**config.mk**
```make
export PLATFORM = sky130hd
export DESIGN_NAME = tlb4_testport
export DESIGN_NICKNAME = d
export VERILOG_FILES = /design/src/rtl/tlb4_testport.sv
export SDC_FILE = /design/constraint.sdc
export NUM_CORES = 2
export LEC_CHECK = 0
export ABC_AREA = 1
export BUFFER_PORTS_ARGS = -buffer_cell sky130_fd_sc_hd__buf_2
export CELL_PAD_IN_SITES_DETAIL_PLACEMENT = 1
export CELL_PAD_IN_SITES_GLOBAL_PLACEMENT = 1
export CORE_MARGIN = 5
export CORE_UTILIZATION = 40
export CTS_CLUSTER_DIAMETER = 150
export CTS_CLUSTER_SIZE = 24
export DETAILED_ROUTE_END_ITERATION = 8
export PLACE_DENSITY_LB_ADDON = 0.1
export REMOVE_ABC_BUFFERS = 1
export SLEW_MARGIN = 25
export SYNTH_ARGS = -nofsm -noshare
export SYNTH_HDL_FRONTEND = slang
export SYNTH_SLANG_ARGS = --single-unit
```
**constraint.sdc**
```tcl
create_clock -name clk -period 3.7 [get_ports clk]
set_input_delay 0.185 -clock clk [delete_from_list [all_inputs] [get_ports clk]]
set_output_delay 0.185 -clock clk [all_outputs]
set_load 0.02 [all_outputs]
```
**src/rtl/tlb4_testport.sv**
```systemverilog
module tlb4_testport #(
  parameter int TAG_W = 20,
  parameter int SETS  = 8,
  parameter int WAYS  = 4
) (
  input  logic              clk,
  input  logic              rst_n,
  input  logic              paging_on,
  input  logic              flush_all,
  input  logic              xl_req,
  input  logic [TAG_W-1:0]  xl_page,
  output logic              xl_hit,
  output logic [TAG_W-1:0]  xl_frame,
  output logic              xl_dirty,
  output logic              xl_user,
  output logic              xl_wrok,
  input  logic              tcmd_wr,
  input  logic [TAG_W+11:0] tcmd_wdata,
  input  logic              tdat_wr,
  input  logic [TAG_W+11:0] tdat_wdata,
  output logic [TAG_W+11:0] tcmd,
  output logic [TAG_W+11:0] tdat
);
  localparam int IDX_W  = $clog2(SETS);
  localparam int WAY_W  = $clog2(WAYS);
  localparam int WORD_W = TAG_W + 12;
  localparam logic [WORD_W-1:0] CMD_MASK = {{TAG_W{1'b1}}, 7'b1111111, 4'b0000, 1'b1};
  localparam logic [WORD_W-1:0] DAT_MASK = {{TAG_W{1'b1}}, 7'b0000000, 1'b1, 2'b11, 2'b00};

  logic [TAG_W-1:0] tag_r  [SETS][WAYS];
  logic [TAG_W-1:0] phys_r [SETS][WAYS];
  logic [WAYS-1:0]  vld_r  [SETS];
  logic [WAYS-1:0]  d_r    [SETS];
  logic [WAYS-1:0]  u_r    [SETS];
  logic [WAYS-1:0]  w_r    [SETS];
  logic [WAY_W-1:0] ptr_r  [SETS];

  wire [IDX_W-1:0] xs   = xl_page[IDX_W-1:0];
  wire [TAG_W-1:0] ltag = tcmd_wdata[WORD_W-1:12];
  wire [IDX_W-1:0] ts   = tcmd_wdata[12 +: IDX_W];
  wire             port_ok = !paging_on;
  wire             sel_f   = tdat[4];
  wire [WAY_W-1:0] wway    = sel_f ? tdat[2 +: WAY_W] : ptr_r[ts];

  wire d_val = tcmd_wdata[10], d_cmp = tcmd_wdata[9];
  wire u_val = tcmd_wdata[8],  u_cmp = tcmd_wdata[7];
  wire w_val = tcmd_wdata[6],  w_cmp = tcmd_wdata[5];

  always_comb begin
    logic found;
    found    = 1'b0;
    xl_frame = '0;
    xl_dirty = 1'b0;
    xl_user  = 1'b0;
    xl_wrok  = 1'b0;
    for (int w = WAYS-1; w >= 0; w--) begin
      if (vld_r[xs][w] && tag_r[xs][w] == xl_page) begin
        found    = 1'b1;
        xl_frame = phys_r[xs][w];
        xl_dirty = d_r[xs][w];
        xl_user  = u_r[xs][w];
        xl_wrok  = w_r[xs][w];
      end
    end
    xl_hit = xl_req && found;
  end

  logic [WAYS-1:0]  lmatch;
  logic [WAY_W:0]   lcnt;
  logic [WAY_W-1:0] lway;

  always_comb begin
    lcnt = '0;
    lway = '0;
    for (int w = 0; w < WAYS; w++) begin
      lmatch[w] = vld_r[ts][w] && tag_r[ts][w] == ltag &&
                  ((d_val && d_r[ts][w]) || (d_cmp && !d_r[ts][w])) &&
                  ((u_val && u_r[ts][w]) || (u_cmp && !u_r[ts][w])) &&
                  ((w_val && w_r[ts][w]) || (w_cmp && !w_r[ts][w]));
      if (lmatch[w]) begin
        lcnt = lcnt + 1'b1;
        lway = WAY_W'(w);
      end
    end
  end

  wire lhit = (lcnt == 1);
  wire do_install = tcmd_wr && port_ok && !tcmd_wdata[0];
  wire do_probe   = tcmd_wr && port_ok &&  tcmd_wdata[0];

  always_ff @(posedge clk) begin
    if (do_install) begin
      tag_r[ts][wway]  <= ltag;
      phys_r[ts][wway] <= tdat[WORD_W-1:12];
    end
  end

  always_ff @(posedge clk or negedge rst_n) begin
    if (!rst_n) begin
      for (int s = 0; s < SETS; s++) begin
        vld_r[s] <= '0;
        d_r[s]   <= '0;
        u_r[s]   <= '0;
        w_r[s]   <= '0;
        ptr_r[s] <= '0;
      end
      tcmd <= '0;
      tdat <= '0;
    end else begin
      if (flush_all)
        for (int s = 0; s < SETS; s++) vld_r[s] <= '0;
      if (tdat_wr && port_ok)
        tdat <= tdat_wdata & DAT_MASK;
      if (tcmd_wr && port_ok)
        tcmd <= tcmd_wdata & CMD_MASK;
      if (do_install) begin
        vld_r[ts][wway] <= tcmd_wdata[11];
        d_r[ts][wway]   <= d_val && !d_cmp;
        u_r[ts][wway]   <= u_val && !u_cmp;
        w_r[ts][wway]   <= w_val && !w_cmp;
        if (!sel_f) ptr_r[ts] <= ptr_r[ts] + 1'b1;
      end
      if (do_probe) begin
        if (lhit) begin
          tcmd[11:5] <= {1'b1, d_r[ts][lway], !d_r[ts][lway], u_r[ts][lway],
                         !u_r[ts][lway], w_r[ts][lway], !w_r[ts][lway]};
          tdat[WORD_W-1:12] <= phys_r[ts][lway];
          tdat[4]           <= 1'b1;
          tdat[2 +: WAY_W]  <= lway;
        end else begin
          tdat[4] <= 1'b0;
        end
      end
    end
  end
endmodule


```
# After elaboration in Yosys (flattened, before gate mapping)
# Memories as Yosys holds them, arrays and structs flattened.
# Cells that the tools add are included.
# totals
regBits,195
mem_bits_rw,1280
inputBits,91
out_inout_bits,88
wordCells,252
memories,2
# classes
add_sub_neg,4
magnitude_cmp,9
eq_ne,9
mux,90
bitwise,5
n_reduce_logical,89
# mem_list
name,words,width,rd,rd_clocked_by_memory_dff,wr,line,text
phys_r,8,80,2,0,1,31,logic [TAG_W-1:0] phys_r [SETS][WAYS];
tag_r,8,80,2,0,1,30,logic [TAG_W-1:0] tag_r [SETS][WAYS];
# ops
cell,n
$mux W20,9
$eq A20 B20 Y1,8
$bwmux W32,4
$bmux W4 S3,8
$mux W32,3
$mux W80,1
$mux W4,17
$logic_and A1 B1 Y1,55
$bmux W20 S2,1
$demux W20 S2,1
$mux W1,24
$logic_not A1 Y1,20
$bwmux W16,1
$mux W2,7
$mux W7,2
$demux W4 S3,1
$logic_or A1 B1 Y1,12
$mux W12,1
$mux W3,4
$add A3 B1 Y3 const B,3
$ge A4 B4 Y1 const B,2
$not A3 Y4,2
$bmux W1 S2,3
$bmux W2 S3,1
13 further kinds,16

# Depth between registers and ports, before layout
# logic_depth
word_depth,20
ltp_mapped,33
ltp_nobuf,28

# Least setup slack after synthesis
# OpenSTA, ideal clock, no wires.
# synth_path
path_kind,input-to-reg
from,input tcmd_wdata[12]
to,register tcmd[6]
t_arrival_ps,3340
slack_ps,243
path_stages,26
n_path_buf,5
cell_sequence,buf_4 -> buf_4 -> or2_2 -> nand3_1 -> nand2_1 -> o21ai_1 -> nand3_1 -> nor2_1 -> nand2_1 -> nor2_1 -> nand2_1 -> clkbuf_1 -> ha_1 -> inv_1 -> nand2_1 -> nand2_1 -> inv_1 -> ha_1 -> inv_1 -> nand3_1 -> a21oi_1 -> nand3_1 -> buf_4 -> buf_4 -> nor2_1 -> nor2_1
# synth_between
elab_chain_len,20
word_cells_on_any_way,97
# synth_lines
element,line,text
start: declaration,18,"input logic [TAG_W+11:0] tcmd_wdata,"
"parallel branches: the longest is 18 deep, another holds $mem_v2 Z8 W80",n/a,
$mux W7 (*),124,if (lhit) begin
$mux W7 (*),123,if (do_probe) begin
end signal: assignment,115,tcmd <= tcmd_wdata & CMD_MASK;
end signal: assignment,125,"tcmd[11:5] <= {1'b1, d_r[ts][lway], !d_r[ts][lway], u_r[ts][lway],"
end: declaration,21,"output logic [TAG_W+11:0] tcmd,"
# Mark *: on every way between the ends. The select of a mux whose other input is x is not followed.
# A chain may end at the register's enable or synchronous reset.

==> results.cfg <==
[sta]
tightestPinTransition_ps = 1090
finalHoldViolations = 4
finalCriticalPeriod_ps = 3730
finalMaxSlewViolations = 0
skew_ps = 45.6
layout_setup_ws_ps = -31.1
finalCritPeriodShare = 1.01
max_freq_mhz = 268
setup_viol = 8
holdWs_ps = -15.3
slew_headroom = 0.271
rsz0062_at_grt = yes

[cells_and_area]
layout_common_cells = nand2_1 (2239), edfxtp_1 (1280), o21ai_0 (1000), inv_1 (892), nand3_1 (574)
nets = 9215
nFillCells = 21500
areaGrowthSynthToFinish_pct = 19.3
drive_gt1_frac = 0.143
final_common_cell = nand2_1
final_util = 0.480

[clock_network]
cts_root_buffer = clkbuf_16
clkLatencyLatePin_ps = 780
h-tree-depth = 3
clk_pin_slew_ps = 110
cts_buffers = 71
tritoncts = done
clockBufferDepth = 3
clkSinkCount = 1475

[global_route]
grt_pass1_vias = 69800
grt_pass1_wl_mm = 503
grt_busiest_layer = met2
use_met3 = 0.0500
grt_use_met2 = 0.569
grt_usage = 0.350
antenna_found_initial = 15
grt_overflow = 0
use_met1 = 0.447
grt_max_degree = 173

[critical_path]
r2r_cells = 29
rr_startpoint = vld_r[4]
crit_path_start_kind = flop
critPathMaxFanout = 6
ff2ff_setup_slack_ps = 100
crit_type = reg2out
end_kind = output pin
cp.arrival_ps = 3550
reg2reg_to = tdat[28]
required_ps = 3510

[placement]
hpwl_mm = 239
gp_congestion = 0.953
numPortBuffers = 152

[synth]
synthFlopType = edfxtp_1
synth-seq-cells = 1475
synth_edf_count = 1280
syn_area_mm2 = 0.0754
ys_seq_area_frac = 0.574
ys_types = 52
synth.avg_cell_area_um2 = 8.77
netlist_instances = 8598
yosysWarnings = 0
async_flop_share = 0.132

[die]
die_h_um = 444
die_w_um = 444
rows = 159
core-area_mm2 = 0.188
ios = 179
start_util = 0.402
dieArea_mm2 = 0.197

[outcome]
violations = hold timing, setup timing
status = finished, violations left

[detailed_routing]
vias = 69500
drtIter0Drc = 7554
wl_per_cell_um = 30.7
totalWireLength_mm = 359
viasPerCell = 5.95
first_pass_iters = 6
final_antenna_net_count = 0
drc_errors = 0

[pwr]
p_total_mw = 33.7
power_density_mw_per_mm2 = 374
vdd_drop_max_uv = 404
p_leak_nw = 36.9

[hold_path]
hold_class = in2async

[run]
maxCapViolations = 0
## cell families (layout without fill, tap and decap cells)
group / count (synthesis) / after routing / share of synthesized area
adder cells (fa/ha/maj): 3 / 3 / 0.000498
AO/OA/AOI/OAI: 1955 / 1955 / 0.143
multiplexers: 22 / 22 / 0.00292
flip-flops: 1475 / 1475 / 0.574
XOR/XNOR: 39 / 39 / 0.00453
AND/OR/NAND/NOR: 3610 / 3610 / 0.196
other: 1 / 18 / 0.0000497
buffers and inverters: 1493 / 2061 / 0.0783
## per-layer routing
layer  share of wire  wire, µm
met1            0.39    140000
met2            0.46    165000
met3           0.076     27100
met4           0.072     25700
met5        0.000078        28
## worst max path at each step
stage	slack, ps	endpoint	startpoint
floorplan	-4600	tcmd[6]	tcmd_wdata[12]
global placement	-430	tdat[30]	tcmd_wdata[12]
detailed placement	-560	tdat[23]	tcmd_wdata[12]
CTS	-70	xl_frame[8]	tag_r[7][23]
global route	-130	xl_frame[18]	tag_r[5][23]
finish	-30	xl_frame[8]	tag_r[5][23]
## synth_stat cells, types with 2 or more instances
cell type	number	area (µm²)
a211oi_1	13	97.6
a21oi_1	551	2760
a221oi_1	90	788
a22o_1	6	52.6
a22oi_1	55	413
a31o_2	8	70.1
a31oi_1	6	37.5
a32o_1	2	20.0
and2_1	3	18.8
buf_1	90	338
buf_2	160	801
buf_4	26	195
clkbuf_1	275	1030
dfrtp_1	195	4880
edfxtp_1	1280	38400
ha_1	3	37.5
inv_1	936	3510
inv_2	5	18.8
mux2i_1	22	220
nand2_1	2307	8660
nand2_2	2	12.5
nand3_1	605	3030
nand3b_1	28	210
nand4_1	102	638
nor2_1	517	1940
nor2_2	6	37.5
nor2_4	3	33.8
nor3_1	14	70.1
nor4_1	2	12.5
o2111ai_1	21	184
o211ai_1	82	616
o21a_1	2	15.0
o21ai_0	1039	5200
o21ai_1	22	110
o221ai_1	13	114
o22ai_1	23	144
o2bb2ai_1	8	70.1
o311ai_0	5	43.8
o31ai_1	6	45.0
or2_1	2	12.5
or2_2	15	93.8
xnor2_1	8	70.1
xor2_1	31	272
## report_power, final
group          switching [mW]  internal [mW]
clock network            5.88           3.82
registers               0.378           18.5
logic                    3.48           1.55
total                    9.74           23.9
## state kept, by name, indices dropped and copies added (netlist names)
name,cells
phys_r,640
tag_r,640
d_r,32
u_r,32
vld_r,32
w_r,32
tcmd,28
tdat,23
ptr_r,16
## cell type report
cell class / count / area, µm² / area share
Sequential cell: 1475 / 43300 / 0.482
Multi-Input combinational cell: 5642 / 27300 / 0.303
Timing Repair Buffer: 990 / 10500 / 0.117
Inverter: 941 / 3600 / 0.0401
Tap cell: 2495 / 3120 / 0.0347
Clock buffer: 123 / 2000 / 0.0223
Clock inverter: 7 / 145 / 0.00161
Antenna cell: 5 / 12.5 / 0.000139
## critical path, cell delays in order, from the launching register on
cell	delay [ps]
edfxtp_1	430
a21oi_1	160
o21ai_1	80
nand2_1	110
xor2_1	150
buf_4	140
nand4_1	80
nand2_2	150
nand3_2	70
buf_6	140
nor2_4	200
buf_6	210
buf_12	140
buf_16	180
nand4_1	140
nand3_2	130
a21oi_2	70
buf_4	160
## timing repair
| item | 4_1_cts | 5_1_grt |
|---|---|---|
| cloned | 12 | 5 |
| pin swaps | 72 | 69 |
| hold buffers | 46 | 0 |
| buffers inserted | 26 | 5 |
| setup endpoints to repair | 54 | 53 |
| resized for setup | 187 | 137 |
| endpoints found under the hold margin | 420 | 0 |
## through the flow
stage	TNS (ps)	worst slack, ps	instance area, µm²	instances
2_1_floorplan	-4441950	-4600	73100	8058
4_1_cts	-494	-70.3	89400	11700
6_report	-91.6	-31.1	90000	11700
3_5_place_dp	-26070	-557	85500	11500
3_3_place_gp	-12420	-430	85500	11500
5_1_grt	-2120	-126	90000	11700
Note: power is estimated with default switching activity, not from simulation.
